`src/rtl/alu_slice_pkg.sv`:
```
package alu_slice_pkg;

  localparam int SLICE_W = 4;

  typedef enum logic [2:0] {
    FN_CLEAR  = 3'b000,
    FN_BSUBA  = 3'b001,
    FN_ASUBB  = 3'b010,
    FN_ADD    = 3'b011,
    FN_XOR    = 3'b100,
    FN_OR     = 3'b101,
    FN_AND    = 3'b110,
    FN_PRESET = 3'b111
  } fn_e;

  typedef enum logic [1:0] {
    LG_XOR = 2'd0,
    LG_OR  = 2'd1,
    LG_AND = 2'd2
  } lg_e;

  typedef struct packed {
    logic arith;
    logic inv_a;
    logic inv_b;
    logic force_lo;
    logic force_hi;
    lg_e  lop;
  } slice_ctl_t;

  function automatic logic fa_sum(input logic x, input logic y, input logic c);
    return x ^ y ^ c;
  endfunction

  function automatic logic fa_carry(input logic x, input logic y, input logic c);
    return (x & y) | (x & c) | (y & c);
  endfunction

endpackage

```
`src/rtl/slice_decode.sv`:
```
module slice_decode
  import alu_slice_pkg::*;
(
  input  logic [2:0]  fn_code,
  output slice_ctl_t  ctl
);
  always_comb begin
    ctl = '{arith: 1'b0, inv_a: 1'b0, inv_b: 1'b0, force_lo: 1'b0,
            force_hi: 1'b0, lop: LG_XOR};
    unique case (fn_e'(fn_code))
      FN_CLEAR:  ctl.force_lo = 1'b1;
      FN_BSUBA:  begin ctl.arith = 1'b1; ctl.inv_a = 1'b1; end
      FN_ASUBB:  begin ctl.arith = 1'b1; ctl.inv_b = 1'b1; end
      FN_ADD:    ctl.arith = 1'b1;
      FN_XOR:    ctl.lop = LG_XOR;
      FN_OR:     ctl.lop = LG_OR;
      FN_AND:    ctl.lop = LG_AND;
      FN_PRESET: ctl.force_hi = 1'b1;
      default:   ctl.force_lo = 1'b1;
    endcase
  end
endmodule

```
`src/rtl/slice_adder.sv`:
```
module slice_adder
  import alu_slice_pkg::*;
#(
  parameter int W = SLICE_W
) (
  input  logic [W-1:0] x_in,
  input  logic [W-1:0] y_in,
  input  logic         inv_x,
  input  logic         inv_y,
  input  logic         cin,
  output logic [W-1:0] sum,
  output logic [W:0]   carries
);
  logic [W-1:0] xo, yo;

  assign xo = inv_x ? ~x_in : x_in;
  assign yo = inv_y ? ~y_in : y_in;
  assign carries[0] = cin;

  for (genvar i = 0; i < W; i++) begin : g_bit
    assign sum[i]         = fa_sum(xo[i], yo[i], carries[i]);
    assign carries[i + 1] = fa_carry(xo[i], yo[i], carries[i]);
  end
endmodule

```
`src/rtl/slice_logic.sv`:
```
module slice_logic
  import alu_slice_pkg::*;
#(
  parameter int W = SLICE_W
) (
  input  logic [W-1:0] x_in,
  input  logic [W-1:0] y_in,
  input  lg_e          op,
  output logic [W-1:0] out
);
  always_comb begin
    unique case (op)
      LG_OR:   out = x_in | y_in;
      LG_AND:  out = x_in & y_in;
      default: out = x_in ^ y_in;
    endcase
  end
endmodule

```
`src/rtl/alu_slice.sv`:
```
module alu_slice
  import alu_slice_pkg::*;
(
  input  logic [SLICE_W-1:0] a,
  input  logic [SLICE_W-1:0] b,
  input  logic               cin,
  input  logic [2:0]         fn_code,
  output logic [SLICE_W-1:0] f,
  output logic               cout,
  output logic               ovr
);
  slice_ctl_t         ctl;
  logic [SLICE_W-1:0] arith_f, logic_f;
  logic [SLICE_W:0]   cy;
  logic               msb_carry_in, msb_carry_out;

  slice_decode u_dec (.fn_code(fn_code), .ctl(ctl));

  slice_adder #(.W(SLICE_W)) u_add (
    .x_in(a), .y_in(b), .inv_x(ctl.inv_a), .inv_y(ctl.inv_b),
    .cin(cin), .sum(arith_f), .carries(cy)
  );

  slice_logic #(.W(SLICE_W)) u_lg (
    .x_in(a), .y_in(b), .op(ctl.lop), .out(logic_f)
  );

  assign msb_carry_in  = cy[SLICE_W-1];
  assign msb_carry_out = cy[SLICE_W];

  always_comb begin
    if (ctl.force_lo) begin
      f = '0; cout = 1'b1; ovr = 1'b1;
    end else if (ctl.force_hi) begin
      f = '1; cout = 1'b0; ovr = 1'b0;
    end else if (ctl.arith) begin
      f = arith_f; cout = msb_carry_out; ovr = msb_carry_in ^ msb_carry_out;
    end else begin
      f = logic_f; cout = 1'b0; ovr = 1'b0;
    end
  end
endmodule

```
`src/rtl/alu_chain.sv`:
```
module alu_chain
  import alu_slice_pkg::*;
#(
  parameter int NSLICES = 4,
  localparam int W = NSLICES * SLICE_W
) (
  input  logic [W-1:0] a_in,
  input  logic [W-1:0] b_in,
  input  logic         carry_in,
  input  logic [2:0]   func_sel,
  output logic [W-1:0] result,
  output logic         carry_out,
  output logic         overflow
);
  logic [NSLICES:0]   ripple;
  logic [NSLICES-1:0] slice_ovr;

  assign ripple[0] = carry_in;

  for (genvar s = 0; s < NSLICES; s++) begin : g_slice
    alu_slice u_slice (
      .a      (a_in[s*SLICE_W +: SLICE_W]),
      .b      (b_in[s*SLICE_W +: SLICE_W]),
      .cin    (ripple[s]),
      .fn_code(func_sel),
      .f      (result[s*SLICE_W +: SLICE_W]),
      .cout   (ripple[s+1]),
      .ovr    (slice_ovr[s])
    );
  end

  assign carry_out = ripple[NSLICES];
  assign overflow  = slice_ovr[NSLICES-1];
endmodule

```
`config.mk`:
```
export PLATFORM = sky130hd
export DESIGN_NAME = alu_chain
export DESIGN_NICKNAME = d
export VERILOG_FILES = /design/src/rtl/alu_slice_pkg.sv /design/src/rtl/slice_decode.sv /design/src/rtl/slice_adder.sv /design/src/rtl/slice_logic.sv /design/src/rtl/alu_slice.sv /design/src/rtl/alu_chain.sv
export SDC_FILE = /design/constraint.sdc
export NUM_CORES = 1
export LEC_CHECK = 0
export CAP_MARGIN = 20
export CORE_MARGIN = 2
export CORE_UTILIZATION = 40
export DETAILED_ROUTE_END_ITERATION = 10
export PLACE_DENSITY = 0.71
export SLEW_MARGIN = 20
export SYNTH_ARGS = -nofsm -noshare
export SYNTH_HDL_FRONTEND = slang
export SYNTH_SLANG_ARGS = --single-unit
```
`constraint.sdc`:
```
create_clock -name vclk -period 10
set_input_delay 1.5 -clock vclk [all_inputs]
set_output_delay 1.5 -clock vclk [all_outputs]
set_load 0.1 [all_outputs]
```
==> impl_metrics.py, run 1 <==
metrics = {
    "final_layout": {
        "seq_area_um2": 0,
        "antennaDiodeCount": 0,
        "multi_input_area_um2": 1800,
        "area.growth.synth_to_final_pct": 40.0,
        "final_cells": 367,
        "drive_gt1_frac": 0.183,
        "fill_cells": 444,
        "fin_nets": 388,
        "seq_cells": 0,
        "fin_area_um2": 2770,
        "n_clock_buffer": 0,
    },
    "status": {
        "failed_checks": "negative setup slack",
        "status": "finished, violations left",
    },
    "power": {
        "seq_power_share": 0,
        "powerDensity_nw_per_um2": 99.4,
        "p_leak_nw": 1.26,
        "p_switching_w": 0.000176,
        "power.internal_w": 0.0000992,
        "ir_worst_vdd_mv": 0.0566,
        "p_clk_frac": 0,
        "p_sw_frac": 0.640,
        "pwr-share-comb": 1.000,
        "total_power_w": 0.000275,
    },
    "grt": {
        "grt_max_degree": 33,
        "overflow": 0,
        "grt_pass1_wl_um": 8380,
        "antenna_found_initial": 0,
        "grt.total_usage": 0.189,
        "grt_pass1_vias": 1853,
    },
    "yosys": {
        "synth_area_leaders": "ha_1 22%, fa_1 16%, xnor2_1 14%",
        "syn_inst": 252,
        "synthTopCellsByCount": "51 x inv_1, 34 x ha_1, 32 x xnor2_1",
        "syn-num-nets": 338,
        "yosysMostFrequentCell": "inv_1",
        "synthesis.area_um2": 1980,
        "synth_top_area_frac": 0.215,
        "synth_cell_types": 28,
        "synth_top_cell_by_area": "ha_1",
        "synth_area_per_cell_um2": 7.85,
        "seq_area_frac_synth": 0,
        "synth_warnings": 0,
    },
    "min_path": {
        "min_path_type": "input port to output port",
    },
    "sta": {
        "fin_ws_ps": -68.6,
        "tightest_slew_ps": 1030,
        "period_minus_slack_ps": 10070,
        "slew_headroom": 0.315,
        "drv_slew": 0,
        "max_freq_ghz": 0.0993,
        "min_period_over_period": 1.01,
        "rsz0062_at_grt": "yes",
        "finalSetupViolCount": 1,
        "finalHoldViolCount": 0,
    },
    "critical_path": {
        "cpMostUsedCell": "fa_2",
        "end_kind": "output port",
        "cp_data_arrival_time_ps": 8570,
        "worst_setup_path_start_kind": "input port",
        "cp_max_fo": 3,
        "crit_type": "input port to output port",
        "cp_slowest_cell": "fa_1",
        "cpPeakStageDelay_ps": 390,
        "required_ps": 8500,
    },
    "clock_tree": {
        "hold_buffers": 0,
    },
    "route": {
        "drcViolationCount": 0,
        "avgRoutedWirePerCell_um": 13.6,
        "drt-pass1-iter-count": 4,
        "viasPerCell": 5.04,
        "num_vias": 1851,
        "drt-total-wl_um": 5000,
        "final_antenna_net_count": 0,
        "drtIter0Drc": 62,
    },
    "place": {
        "placed_area_um2": 2750,
        "dp_hpwl_um": 3800,
        "dp_slack_ps": -524,
        "placedCellCount": 366,
        "gp_congestion": 0.778,
        "port_buffers": 54,
    },
    "floorplan": {
        "dieArea_um2": 5520,
        "die_x_um": 74.3,
        "rows": 25,
        "num_io_pins": 54,
        "start_util": 0.416,
        "core_area_um2": 4750,
        "die_h_um": 74.3,
    },
    "run": {
        "drv_cap": 0,
    },
}
[worst max-delay path: cells and delay by family]
kind                       cells  cell delay (ps)
adders and majority gates     16             5290
and+or+nand+nor                7              670
buffers and inverters          5              580
AOI/OAI and AO/OA              2              360
xor gates and xnor gates       1              170
[final timing paths]
check / startpoint / to / cells past startpoint
worst max-delay path: func_sel[1] / result[15] / 31
worst min-delay path: func_sel[2] / carry_out / 4
[stage by stage]
stage / hold WS, ps / TNS [ps] / utilization
finish: 3550 / -68.6 / 0.583
CTS: 3540 / -36.7 / 0.581
global route: 3570 / -363 / 0.583
detailed placement: 4040 / -1360 / 0.579
global placement: 4040 / -794 / 0.579
floorplan: 3460 / -179 / -
[what timing repair did]
action                                  CTS  global route
resized for setup                        23             0
pin swaps                                 3             3
setup buffers                             0             1
endpoints found under the setup margin    5             3
[cell type report]
type | instances | share of cell area
Timing Repair Buffer | 65 | 0.251
Inverter | 51 | 0.0691
Tap cell | 67 | 0.0303
Multi-Input combinational cell | 184 | 0.650
[power by group through the flow]
stage | Combinational [W] | Clock, W | Sequential [W]
after global placement | 0.000272 | 0 | 0
after detailed placement | 0.000275 | 0 | 0
after global routing | 0.000295 | 0 | 0
after CTS | 0.000277 | 0 | 0
final | 0.000275 | 0 | 0
after floorplan | 0.000196 | 0 | 0
[cells in the final DEF (no fill, tap or decap)]
cell type	count
inv_1	49
clkdlybuf4s50_1	37
ha_1	34
xnor2_1	30
buf_4	16
a21oi_1	15
fa_2	15
nand2_1	14
a221o_1	13
a31oi_1	11
nand2b_1	9
buf_12	8
or2b_1	7
nor2_1	6
o21a_1	3
and2_1	3
nor2b_1	3
o311ai_0	3
nor3b_4	2
inv_2	2
a21oi_4	2
a31oi_2	2
dlygate4sd2_1	2
xnor2_2	1
xnor2_4	1
nor2_2	1
o21ba_1	1
o21bai_1	1
nand3_1	1
nor3_2	1
and3b_1	1
or2_2	1
xor2_1	1
a21o_2	1
fa_1	1
buf_8	1
buf_6	1
[per-layer routing]
metal,share of wire,global-route usage,vias to the layer above
li1,-,-,911
met3,0.052,0.0122,4
met4,0.0062,0.0218,0
met2,0.49,0.335,59
met5,0,0,-
met1,0.45,0.263,877
[cell families after synthesis]
family | share of synthesized area
fa+ha+maj | 0.377
simple gates | 0.137
xor+xnor | 0.146
compound gates | 0.187
buf+inv | 0.153
(Power assumes the default switching activity.)
==> inputs of run 2 (changes only) <==
Settings changed: TNS_END_PERCENT set to 50.
==> run 2 against run 1 <==
  * The flow still finishes with violations (negative setup slack)
  * Total power grew 3.0%
  * Worst setup slack lost 16 ps
  * Global-route usage shrank 0.10 points
  * Cell count grew 1.1%
  * Maximum frequency shrank 0.16%
  * Largest power group unchanged
==> impl_metrics.py, run 2 (same netlist as run 1, synthesis figures left out) <==
metrics = {
    "floorplan": {
        "dieArea_um2": 5520,
        "start_util": 0.416,
        "rows": 25,
        "die_x_um": 74.3,
        "die_h_um": 74.3,
        "num_io_pins": 54,
        "core_area_um2": 4750,
    },
    "place": {
        "gp_congestion": 0.798,
        "dp_hpwl_um": 3880,
        "port_buffers": 54,
        "placedCellCount": 368,
    },
    "grt": {
        "grt_pass1_vias": 1910,
        "grt_pass1_wl_um": 8340,
        "antenna_found_initial": 0,
        "grt.total_usage": 0.188,
        "overflow": 0,
        "grt_max_degree": 28,
    },
    "sta": {
        "period_minus_slack_ps": 10080,
        "finalHoldViolCount": 0,
        "min_period_over_period": 1.01,
        "tns_ps": -84.7,
        "rsz0062_at_grt": "yes",
        "max_freq_ghz": 0.0992,
        "finalSetupViolCount": 1,
        "drv_slew": 0,
        "slew_headroom": 0.287,
        "tightest_slew_ps": 1070,
        "fin_ws_ps": -84.7,
    },
    "final_layout": {
        "area.growth.synth_to_final_pct": 44.0,
        "final_cell_mix": "49 x inv_1, 37 x clkdlybuf4s50_1, 34 x ha_1, 30 x xnor2_1",
        "seq_cells": 0,
        "n_clock_buffer": 0,
        "utilization": 0.599,
        "fin_nets": 392,
        "drive_gt1_frac": 0.207,
        "multi_input_area_um2": 1820,
        "seq_area_um2": 0,
        "antennaDiodeCount": 0,
        "fill_cells": 432,
        "final_cells": 371,
        "layout_commonest_cell": "inv_1",
    },
    "route": {
        "drt-pass1-iter-count": 4,
        "final_antenna_net_count": 0,
        "drtIter0Drc": 66,
        "viasPerCell": 5.04,
        "avgRoutedWirePerCell_um": 13.5,
        "drcViolationCount": 0,
        "drt-total-wl_um": 5010,
        "num_vias": 1871,
    },
    "clock_tree": {
        "hold_buffers": 0,
    },
    "power": {
        "total_power_w": 0.000284,
        "p_leak_nw": 1.29,
        "powerDensity_nw_per_um2": 99.6,
        "ir_worst_vdd_mv": 0.0582,
    },
    "critical_path": {
        "cpPeakStageDelay_ps": 420,
        "crit_family": "adder cells",
        "cp_data_arrival_time_ps": 8580,
        "required_ps": 8500,
        "cp_max_fo": 3,
        "path_depth": 31,
        "worst_setup_path_start_kind": "input port",
        "end_kind": "output port",
        "timing.critical_path.buf_inv": 6,
        "cpMostUsedCell": "fa_2",
        "crit_type": "input port to output port",
        "cp_slowest_cell": "fa_2",
    },
    "min_path": {
        "min_path_cells": 4,
        "min_path_type": "input port to output port",
    },
    "run": {
        "drv_cap": 0,
    },
    "status": {
        "failed_checks": "negative setup slack",
        "status": "finished, violations left",
    },
}
## run 2: changes by cell type in the layout (fill, tap and decap cells not counted)
cell,previous run,this run
a21o_1,0,1
a21o_2,1,0
a31oi_1,11,12
a31oi_2,2,1
buf_12,8,9
buf_6,1,4
fa_1,1,0
fa_2,15,16
nor2_1,6,1
nor2_2,1,5
nor2_4,0,1
xnor2_2,1,0
xnor2_4,1,2
## run 2: path summary, 6_finish.rpt
check	from	endpoint	slack [ps]
min	func_sel[2]	carry_out	3520
max	func_sel[1]	result[15]	-80
## run 2: repair_timing
item                       4_1_cts  5_1_grt
pin swaps                        2        3
setup endpoints to repair        5        4
gates resized for setup         16       18
setup buffers                    3        0
cloned                           0        0
## run 2: through the flow
stage               hold WS (ps)  setup slack (ps)  instance area [µm²]
global route                3550              -304                 2850
finish                      3520             -84.7                 2850
global placement            4040              -367                 2770
CTS                         3570              -180                 2790
detailed placement          4020              -508                 2770
floorplan                   3460              -186                 2100
## run 2: final cells by class
cell class / count / area share
tap: 67 / 0.0294
timing repair buffer: 69 / 0.263
inverter: 51 / 0.0672
multi-input combinational: 184 / 0.641
## run 2: per-layer routing
metal | share of wire | GRT usage | wire (µm) | vias to the layer above
met3 | 0.034 | 0.00678 | 168 | 6
met2 | 0.51 | 0.342 | 2550 | 44
met4 | 0.010 | 0.0278 | 52 | 0
li1 | - | - | - | 918
met1 | 0.45 | 0.255 | 2240 | 903
met5 | 0 | 0 | 0 | -
## run 2: where the power goes
group	total (W)	switching (W)	leakage [nW]	internal (W)
combinational	0.000284	0.000179	1.29	0.000105
sequential	0	0	0	0
clock	0	0	0	0
==> inputs of run 3 (changes only) <==
Settings changed: PLACE_DENSITY 0.71 to 0.68, RECOVER_POWER set to 50, SYNTH_HIERARCHICAL set to 1.
==> run 3 against run 2 <==
  * The flow now finishes without violations
  * Via count is 12% higher
  * Utilization is 2.3 points lower
  * Synthesized area is 17% higher
  * Critical path type unchanged
  * Highest routed layer unchanged
==> impl_metrics.py, run 3 <==
metrics = {
    "sta": {
        "drv_slew": 0,
        "min_period_over_period": 0.985,
        "finalHoldViolCount": 0,
        "hold_ws_ps": 3770,
        "finalSetupViolCount": 0,
        "rsz0062_at_grt": "yes",
        "max_freq_ghz": 0.102,
        "tightest_slew_ps": 1170,
        "slew_headroom": 0.223,
        "period_minus_slack_ps": 9850,
    },
    "critical_path": {
        "crit_type": "input port to output port",
        "worst_setup_path_start_kind": "input port",
        "cp_data_arrival_time_ps": 8350,
        "cp_slowest_cell": "fa_2",
        "cp_max_fo": 3,
        "cpMostUsedCell": "fa_2",
        "end_kind": "output port",
        "required_ps": 8500,
        "cpPeakStageDelay_ps": 380,
    },
    "final_layout": {
        "fin_nets": 460,
        "layout_commonest_cell": "inv_1",
        "area.growth.synth_to_final_pct": 38.3,
        "fin_area_um2": 3210,
        "final_cell_mix": "58 x inv_1, 40 x ha_1, 31 x clkdlybuf4s50_1, 18 x buf_4, 17 x xor2_1",
        "seq_cells": 0,
        "drive_gt1_frac": 0.230,
        "n_clock_buffer": 0,
        "fill_cells": 539,
        "antennaDiodeCount": 0,
        "seq_area_um2": 0,
    },
    "min_path": {
        "min_path_type": "input port to output port",
        "min_path_cells": 5,
    },
    "power": {
        "p_switching_w": 0.000200,
        "total_power_w": 0.000311,
        "seq_power_share": 0,
        "p_leak_nw": 1.60,
        "p_clk_frac": 0,
        "powerDensity_nw_per_um2": 96.9,
        "p_sw_frac": 0.644,
        "power.internal_w": 0.000111,
        "ir_worst_vdd_mv": 0.0737,
        "pwr-share-comb": 1.000,
    },
    "place": {
        "gp_congestion": 0.794,
        "placed_area_um2": 3140,
        "dp_hpwl_um": 4320,
        "port_buffers": 54,
    },
    "yosys": {
        "syn_inst": 298,
        "synthesis.area_um2": 2320,
        "synth_warnings": 6,
        "synth_area_per_cell_um2": 7.80,
        "syn-num-nets": 390,
    },
    "grt": {
        "overflow": 0,
        "antenna_found_initial": 0,
        "grt_pass1_vias": 2149,
        "grt_pass1_wl_um": 8850,
        "grt.total_usage": 0.164,
        "grt_max_degree": 25,
    },
    "floorplan": {
        "die_h_um": 80.2,
        "rows": 27,
        "dieArea_um2": 6430,
        "core_area_um2": 5570,
        "start_util": 0.417,
        "die_x_um": 80.2,
        "num_io_pins": 54,
    },
    "route": {
        "drtIter0Drc": 22,
        "drt-total-wl_um": 5040,
        "drcViolationCount": 0,
        "num_vias": 2103,
        "viasPerCell": 4.80,
        "drt-pass1-iter-count": 4,
        "final_antenna_net_count": 0,
        "avgRoutedWirePerCell_um": 11.5,
    },
    "status": {
        "status": "finished, final reports clean",
    },
    "run": {
        "drv_cap": 0,
    },
}
[run 3: final timing paths]
check / endpoint / start / slack [ps]
worst max-delay path: result[15] / func_sel[0] / 150
worst min-delay path: overflow / func_sel[0] / 3770
[run 3: repair_timing]
item | in CTS | in global routing
setup endpoints to repair | 5 | 2
hold buffers | 0 | 0
pin swaps | 19 | 25
setup buffers | 2 | 1
gates resized for setup | 30 | 20
[run 3: through the flow]
step / setup TNS (ps) / cells / setup WS (ps) / utilization
after global routing: -172 / 438 / -171 / 0.576
after global placement: -2710 / 435 / -848 / 0.564
final: 0 / 438 / 149 / 0.576
after floorplan: -691 / 298 / -352 / -
after detailed placement: -3420 / 435 / -1010 / 0.564
after CTS: 0 / 437 / 21.8 / 0.574
[run 3: cell type report]
type | count | area [µm²] | area share
inverters | 72 | 270 | 0.0841
multi-input cells | 222 | 2110 | 0.658
well taps | 72 | 90.1 | 0.0280
repair buffers | 72 | 739 | 0.230
[run 3: critical path: cells and delay by family]
kind / cells / cell delay, ps
buffers and inverters: 18 / 1140
AND/OR/NAND/NOR: 1 / 230
XOR/XNOR: 1 / 160
multiplexers: 1 / 80
AO/OA/AOI/OAI: 4 / 610
adder cells (fa/ha/maj): 16 / 4610
[run 3: routing by layer]
| metal | vias to the layer above | global-route usage | share of wire |
|---|---|---|---|
| li1 | 1082 | - | - |
| met5 | - | 0 | 0 |
| met2 | 36 | 0.327 | 0.52 |
| met4 | 0 | 0.0203 | 0.0095 |
| met1 | 979 | 0.198 | 0.44 |
| met3 | 6 | 0.00337 | 0.028 |
[run 3: power groups by stage]
| stage | registers, W | logic [W] | clock network, W |
|---|---|---|---|
| floorplan | 0 | 0.000215 | 0 |
| global placement | 0 | 0.000303 | 0 |
| detailed placement | 0 | 0.000308 | 0 |
| CTS | 0 | 0.000316 | 0 |
| global route | 0 | 0.000335 | 0 |
| finish | 0 | 0.000311 | 0 |
